[src/rtl/hiaddr_pkg.sv]
package hiaddr_pkg;

  // Select-qualification variants chosen at build time.
  typedef enum logic {
    GATE_CE_ONLY    = 1'b0,
    GATE_CE_STROBES = 1'b1
  } gate_mode_e;

  // The selects may go low only when this returns 1.
  function automatic logic select_enable(gate_mode_e mode, logic ce_n,
                                         logic rd_n, logic wr_n);
    logic strobe_ok;
    strobe_ok = (mode == GATE_CE_ONLY) ? 1'b1 : (~rd_n | ~wr_n);
    return ~ce_n & strobe_ok;
  endfunction

endpackage

[src/rtl/hiaddr_capture.sv]
module hiaddr_capture #(
  parameter int W = 6
) (
  input  logic         clk,
  input  logic         rst_n,
  input  logic         strobe,
  input  logic [W-1:0] d,
  output logic [W-1:0] q
);
  logic [W-1:0] held;

  always_ff @(posedge clk) begin
    if (!rst_n)      held <= '0;
    else if (strobe) held <= d;
  end

  // Transparent while the strobe is high, otherwise the held copy.
  assign q = strobe ? d : held;
endmodule

[src/rtl/hiaddr_decode.sv]
module hiaddr_decode #(
  parameter int SEL_W  = 2,
  localparam int NUM_CS = 1 << SEL_W
) (
  input  logic [SEL_W-1:0]  sel,
  output logic [NUM_CS-1:0] raw_n
);
  for (genvar g = 0; g < NUM_CS; g++) begin : g_line
    assign raw_n[g] = (sel != SEL_W'(g));
  end
endmodule

[src/rtl/hiaddr_gate.sv]
module hiaddr_gate #(
  parameter int                   NUM_CS = 4,
  parameter hiaddr_pkg::gate_mode_e MODE = hiaddr_pkg::GATE_CE_STROBES
) (
  input  logic [NUM_CS-1:0] raw_n,
  input  logic              ce_n,
  input  logic              rd_n,
  input  logic              wr_n,
  output logic              en,
  output logic [NUM_CS-1:0] cs_n
);
  assign en   = hiaddr_pkg::select_enable(MODE, ce_n, rd_n, wr_n);
  assign cs_n = en ? raw_n : '1;
endmodule

[src/rtl/hiaddr_latch_dec.sv]
module hiaddr_latch_dec #(
  parameter int                     HI_W  = 4,
  parameter int                     SEL_W = 2,
  parameter hiaddr_pkg::gate_mode_e MODE  = hiaddr_pkg::GATE_CE_STROBES,
  localparam int                    IN_W   = HI_W + SEL_W,
  localparam int                    NUM_CS = 1 << SEL_W
) (
  input  logic              clk,
  input  logic              rst_n,
  input  logic              strobe,
  input  logic [IN_W-1:0]   mux_addr,
  input  logic              ce_n,
  input  logic              rd_n,
  input  logic              wr_n,
  output logic [HI_W-1:0]   hi_addr,
  output logic [NUM_CS-1:0] cs_n
);
  // Named internal events, visible to the bound checker.
  logic [IN_W-1:0]   latched_w;
  logic [SEL_W-1:0]  region_w;
  logic [NUM_CS-1:0] raw_n_w;
  logic              sel_en_w;

  hiaddr_capture #(.W(IN_W)) u_capture (
    .clk(clk), .rst_n(rst_n), .strobe(strobe), .d(mux_addr), .q(latched_w)
  );

  assign hi_addr  = latched_w[HI_W-1:0];
  assign region_w = latched_w[IN_W-1:HI_W];

  hiaddr_decode #(.SEL_W(SEL_W)) u_decode (
    .sel(region_w), .raw_n(raw_n_w)
  );

  hiaddr_gate #(.NUM_CS(NUM_CS), .MODE(MODE)) u_gate (
    .raw_n(raw_n_w), .ce_n(ce_n), .rd_n(rd_n), .wr_n(wr_n),
    .en(sel_en_w), .cs_n(cs_n)
  );
endmodule

[config.mk]
export PLATFORM = sky130hd
export DESIGN_NAME = hiaddr_latch_dec
export DESIGN_NICKNAME = d
export VERILOG_FILES = /design/src/rtl/hiaddr_pkg.sv /design/src/rtl/hiaddr_capture.sv /design/src/rtl/hiaddr_decode.sv /design/src/rtl/hiaddr_gate.sv /design/src/rtl/hiaddr_latch_dec.sv
export SDC_FILE = /design/constraint.sdc
export NUM_CORES = 1
export LEC_CHECK = 0
export BUFFER_PORTS_ARGS = -buffer_cell sky130_fd_sc_hd__buf_4
export CAP_MARGIN = 5
export CORE_AREA = 2 2 39 41
export DETAILED_ROUTE_END_ITERATION = 10
export DIE_AREA = 0 0 41 43
export PLACE_DENSITY = 0.47
export SYNTH_ARGS = -nofsm -noshare
export SYNTH_HDL_FRONTEND = slang
export SYNTH_HIERARCHICAL = 1
export SYNTH_SLANG_ARGS = --single-unit
[constraint.sdc]
create_clock -name clk -period 1.2 [get_ports clk]
set_input_delay 0.06 -clock clk [delete_from_list [all_inputs] [get_ports clk]]
set_output_delay 0.06 -clock clk [all_outputs]
set_load 0.03 [all_outputs]
==> impl_metrics.env, run 1 <==
export IMPL_status="complete, but fails checks"
export IMPL_violations="negative setup slack"
export IMPL_worstSetupPathType="reg -> out"
export IMPL_finalSetupViolCount=4
export IMPL_switchingPower_mw=0.158
export IMPL_cts_buffers_inserted=3
export IMPL_finalCriticalPeriod_ps=1460
export IMPL_die_area_um2=1760
export IMPL_syn_avg_cell_area_um2=11.8
export IMPL_nets=66
export IMPL_grt_pass1_wl_um=1280
export IMPL_cp_end_kind="primary output"
export IMPL_grt_max_degree=7
export IMPL_path_clk_slew_ps=50
export IMPL_die_y_um=43
export IMPL_die_w_um=41
export IMPL_skew_ps=0
export IMPL_seq_area_um2=120
export IMPL_cts_tree="yes"
export IMPL_crit_fanout=3
export IMPL_gp_congestion=0.571
export IMPL_boundaryPins=20
export IMPL_post_drt_via_cell_ratio=4.26
export IMPL_crit_slowest_cell="dfxtp_1"
export IMPL_crit_required_ps=1140
export IMPL_reg2reg_depth=4
export IMPL_finalWirelength_um=825
export IMPL_drt_iter0_markers=1
export IMPL_max_freq_mhz=685
export IMPL_route_vias_total=290
export IMPL_vdd_drop_max_mv=0.537
export IMPL_grt_pass1_vias=281
export IMPL_dp_hpwl_um=605
export IMPL_grt_antenna_before_repair=0
export IMPL_rows=14
export IMPL_drtAntennaViolNets=0
export IMPL_leakage_nw=0.272
export IMPL_p_clk_share_pct=31.1
export IMPL_arrival_ps=1400
export IMPL_diodes=0
export IMPL_fin_crit_sh_pct=122
export IMPL_wl_per_cell_um=12.1
export IMPL_largest_reg_flops=6
export IMPL_clk_latency_ps=240
export IMPL_hold_viol_final=0
export IMPL_synthToLayoutAreaGrowth_pct=74.1
export IMPL_swShare_pct=26.9
export IMPL_relSlewSlack_pct=94.1
export IMPL_utilization_pct=40.1
export IMPL_r2r_start="u_capture/held[5]"
export IMPL_internal_power_mw=0.431
export IMPL_dr_pass1_iters=3
export IMPL_maxCapViolations=0
export IMPL_cpPeakStageDelay_ps=290
export IMPL_hp_start="rst_n"
export IMPL_clockBufferDepth=2
export IMPL_io_buffers=19
export IMPL_hold_path_endpoint="u_capture/held[1]"
export IMPL_grt_setup_unrepaired="true"
export IMPL_cts_htree_levels=1
export IMPL_pwr_share_comb_pct=32.4
export IMPL_cts_root_buffer="clkbuf_4"
export IMPL_n_fill_cell=139
export IMPL_crit_chain="mux2_4, or2_1, a211o_1, buf_6"
export IMPL_globalRouteOverflowTotal=0
export IMPL_synth_cells=27
export IMPL_maxSlewViolCount=0
export IMPL_hold_ws_ps=64.4
export IMPL_min_path_cells=2
export IMPL_critical_path_top_delay_family="flip-flops"
export IMPL_drc=0
export IMPL_tightest_slew_ps=88.2
export IMPL_multi_input_area_um2=205
export IMPL_power_per_cell_area_nw_per_um2=1060
export IMPL_largest_register="u_capture/held"
export IMPL_crit_buf_inv=1
export IMPL_yosys_warnings=6
export IMPL_syn_nets=39
export IMPL_largestRegisters="u_capture/held x6"
export IMPL_drive_gt1_share_pct=69.2
export IMPL_rrSetupSlack_ps=110
export IMPL_clock_sinks=6
export IMPL_grt_total_usage_pct=11.1
export IMPL_cp_startpoint="u_capture/held[5]"
export IMPL_r2r_end="u_capture/held[5]"
export IMPL_setup_slack_ps=-260
export IMPL_hold_path_class="in -> reg"
export IMPL_hold_buffers=0
export IMPL_seq_power_share_pct=36.5
export IMPL_core_area_um2=1380
export IMPL_start_util_pct=23.1
export IMPL_synthesis_area_um2=319
export IMPL_crit_path_start_kind="flip-flop"
export IMPL_setup_tns_ps=-853
==> power groups by stage <==
| stage | logic (mW) | registers (mW) | clock network [mW] |
|---|---|---|---|
| 6_report | 0.191 | 0.215 | 0.183 |
| 5_1_grt | 0.201 | 0.215 | 0.211 |
| 4_1_cts | 0.185 | 0.215 | 0.198 |
| 3_5_place_dp | 0.170 | 0.219 | 0 |
| 3_3_place_gp | 0.166 | 0.218 | 0 |
| 2_1_floorplan | 0.0982 | 0.218 | 0 |
==> cell type report <==
type,count,share of cell area (%)
Clock buffer,3,4.05
Multi-Input combinational cell,20,36.9
Sequential cell,6,21.6
Tap cell,16,3.60
Timing Repair Buffer,23,33.8
==> metal layers <==
layer | vias up | wire (µm) | global-route usage [%]
met1 | 139 | 354 | 13.8
li1 | 144 | - | -
met5 | - | 0 | 0
met2 | 7 | 435 | 14.7
met4 | 0 | 0 | 10.0
met3 | 0 | 35 | 3.14
==> how the worst max path moves through the flow <==
stage,endpoint,cells past startpoint,slack (ps)
final,cs_n[0],4,-260
after global routing,cs_n[0],4,-310
after CTS,cs_n[0],4,-280
after detailed placement,cs_n[0],4,-20
after global placement,cs_n[0],4,-10
after floorplan,cs_n[0],3,30
==> cell usage in the layout, fill, tap and decap left out, drive strengths merged <==
cell / instances
nand2: 1
mux2: 6
and2: 6
nand2b: 2
or2: 1
clkbuf: 3
a211o: 4
buf: 23
dfxtp: 6
==> what timing repair did <==
action | in CTS | in global routing
pin swaps | 1 | 2
gates resized for setup | 5 | 2
setup buffers | 1 | 0
setup endpoints to repair | 4 | 4
==> stage by stage <==
stage	power [mW]	instance area, µm²	cells	setup WS [ps]
floorplan	0.316	319	27	29.6
global placement	0.384	493	64	-11.1
detailed placement	0.389	493	64	-22.8
CTS	0.597	546	68	-280
global route	0.627	556	68	-307
finish	0.589	556	68	-260
(Power assumes the default switching activity.)
==> run 2, diff against run 1 <==
--- a/config.mk
+++ b/config.mk
@@ -11,6 +11,7 @@
 export DETAILED_ROUTE_END_ITERATION = 10
 export DIE_AREA = 0 0 41 43
 export PLACE_DENSITY = 0.47
+export SKIP_CTS_REPAIR_TIMING = 1
 export SYNTH_ARGS = -nofsm -noshare
 export SYNTH_HDL_FRONTEND = slang
 export SYNTH_HIERARCHICAL = 1
==> run 2 against run 1 <==
Effect of this change: the flow still finishes with violations (negative setup slack); count of clock-buffer cells in the layout did not move; combinational power fell by 7%; final area fell by 3.4%; clock skew did not move; global-route usage fell by 0.30 points; maximum frequency fell by 0.38%; utilization fell by 1.4 points; sequential share of layout area rose by 0.76 points; worst hold slack barely moved; total power fell by 2.2%; die area did not move.
==> impl_metrics.env, run 2 (synthesis results as in run 1) <==
export IMPL_path_clk_slew_ps=50
export IMPL_crit_fanout=4
export IMPL_finalSetupViolCount=4
export IMPL_drc=0
export IMPL_setup_slack_ps=-266
export IMPL_violations="negative setup slack"
export IMPL_fin_crit_sh_pct=122
export IMPL_clockBufferDepth=2
export IMPL_fin_area_um2=537
export IMPL_maxCapViolations=0
export IMPL_drt_iter0_markers=1
export IMPL_vdd_drop_max_mv=0.536
export IMPL_clock_sinks=6
export IMPL_route_vias_total=279
export IMPL_start_util_pct=23.1
export IMPL_boundaryPins=20
export IMPL_tightest_slew_ps=88.2
export IMPL_crit_required_ps=1140
export IMPL_rrSetupSlack_ps=250
export IMPL_diodes=0
export IMPL_cts_root_buffer="clkbuf_4"
export IMPL_arrival_ps=1410
export IMPL_maxSlewViolCount=0
export IMPL_largest_register="u_capture/held"
export IMPL_grt_pass1_vias=268
export IMPL_worstSetupPathType="reg -> out"
export IMPL_finalWirelength_um=772
export IMPL_power_per_cell_area_nw_per_um2=1070
export IMPL_die_y_um=43
export IMPL_wl_per_cell_um=11.5
export IMPL_grt_setup_unrepaired="true"
export IMPL_largest_reg_flops=6
export IMPL_hold_viol_final=0
export IMPL_crit_path_start_kind="flip-flop"
export IMPL_core_area_um2=1380
export IMPL_post_drt_via_cell_ratio=4.16
export IMPL_status="complete, but fails checks"
export IMPL_gp_congestion=0.571
export IMPL_clk_latency_ps=240
export IMPL_most_common_layout_cells="17 x buf_4, 6 x mux2_4, 6 x dfxtp_1"
export IMPL_hold_path_class="in -> reg"
export IMPL_grt_antenna_before_repair=0
export IMPL_cts_tree="yes"
export IMPL_n_fill_cell=134
export IMPL_nets=65
export IMPL_grt_pass1_wl_um=1240
export IMPL_rows=14
export IMPL_leakage_nw=0.260
export IMPL_crit_slowest_cell="dfxtp_1"
export IMPL_final_common_cell="buf_4"
export IMPL_cts_buffers_inserted=3
export IMPL_cpPeakStageDelay_ps=290
export IMPL_synthToLayoutAreaGrowth_pct=68.2
export IMPL_dr_pass1_iters=4
export IMPL_globalRouteOverflowTotal=0
export IMPL_die_area_um2=1760
export IMPL_cts_htree_levels=1
export IMPL_io_buffers=19
export IMPL_largestRegisters="u_capture/held x6"
export IMPL_drtAntennaViolNets=0
export IMPL_drive_gt1_share_pct=64.7
export IMPL_finalCriticalPeriod_ps=1470
export IMPL_grt_max_degree=7
export IMPL_skew_ps=0
export IMPL_die_w_um=41
export IMPL_hold_ws_ps=64.4
export IMPL_crit_chain="mux2_4, or2_1, a211o_1, buf_6"
export IMPL_relSlewSlack_pct=94.1
export IMPL_dp_hpwl_um=605
export IMPL_placedInstanceArea_um2=493
export IMPL_setup_tns_ps=-750
export IMPL_max_freq_mhz=682
export IMPL_grt_total_usage_pct=10.8
export IMPL_cp_end_kind="primary output"
[run 2: cell types whose count changed in the layout (fill, tap and decap cells not counted)]
| cell | before | now |
|---|---|---|
| nand2b_1 | 0 | 2 |
| nand2b_4 | 2 | 0 |
| buf_6 | 4 | 5 |
| buf_4 | 19 | 17 |
[run 2: final cells by class]
cell class	instances	area (µm²)	share of cell area, %
multi-input combinational	20	190	35.4
tap	16	20.0	3.73
timing repair buffer	22	184	34.3
sequential	6	120	22.4
clock buffer	3	22.5	4.20
[run 2: final timing paths]
path	startpoint	to	depth (start not counted)
worst max-delay path	u_capture/held[5]	cs_n[0]	4
worst max register to register	u_capture/held[5]	u_capture/held[5]	3
worst min-delay path	rst_n	u_capture/held[1]	2
worst min register to register	u_capture/held[0]	u_capture/held[0]	2
[run 2: per-layer routing]
layer / up-vias / track usage (%) / part of all wire, %
li1: 142 / - / -
met1: 130 / 13.2 / 44
met2: 7 / 14.4 / 51
met3: 0 / 3.14 / 4.5
met4: 0 / 10.0 / 0
met5: - / 0 / 0
[run 2: per-stage QoR]
| stage | instances | power (mW) | util [%] | worst slack (ps) |
|---|---|---|---|---|
| after floorplan | 27 | 0.316 | - | 29.6 |
| after global placement | 64 | 0.384 | 35.6 | -11.1 |
| after detailed placement | 64 | 0.389 | 35.6 | -22.8 |
| after CTS | 67 | 0.583 | 37.3 | -297 |
| after global routing | 67 | 0.614 | 38.8 | -312 |
| final | 67 | 0.576 | 38.8 | -266 |
[run 2: power by group]
part	internal (mW)	switching (mW)	leakage, nW
Clock	0.113	0.0701	0.0138
Combinational	0.0982	0.0799	0.197
Sequential	0.212	0.00309	0.0496
Total	0.423	0.153	0.260
[run 2: worst max-delay path, delay by kind of cell (launching register included)]
family	cells	cell delay, ps
compound gates	1	230
buf+inv	1	140
flops	1	290
mux	1	280
simple gates	1	230
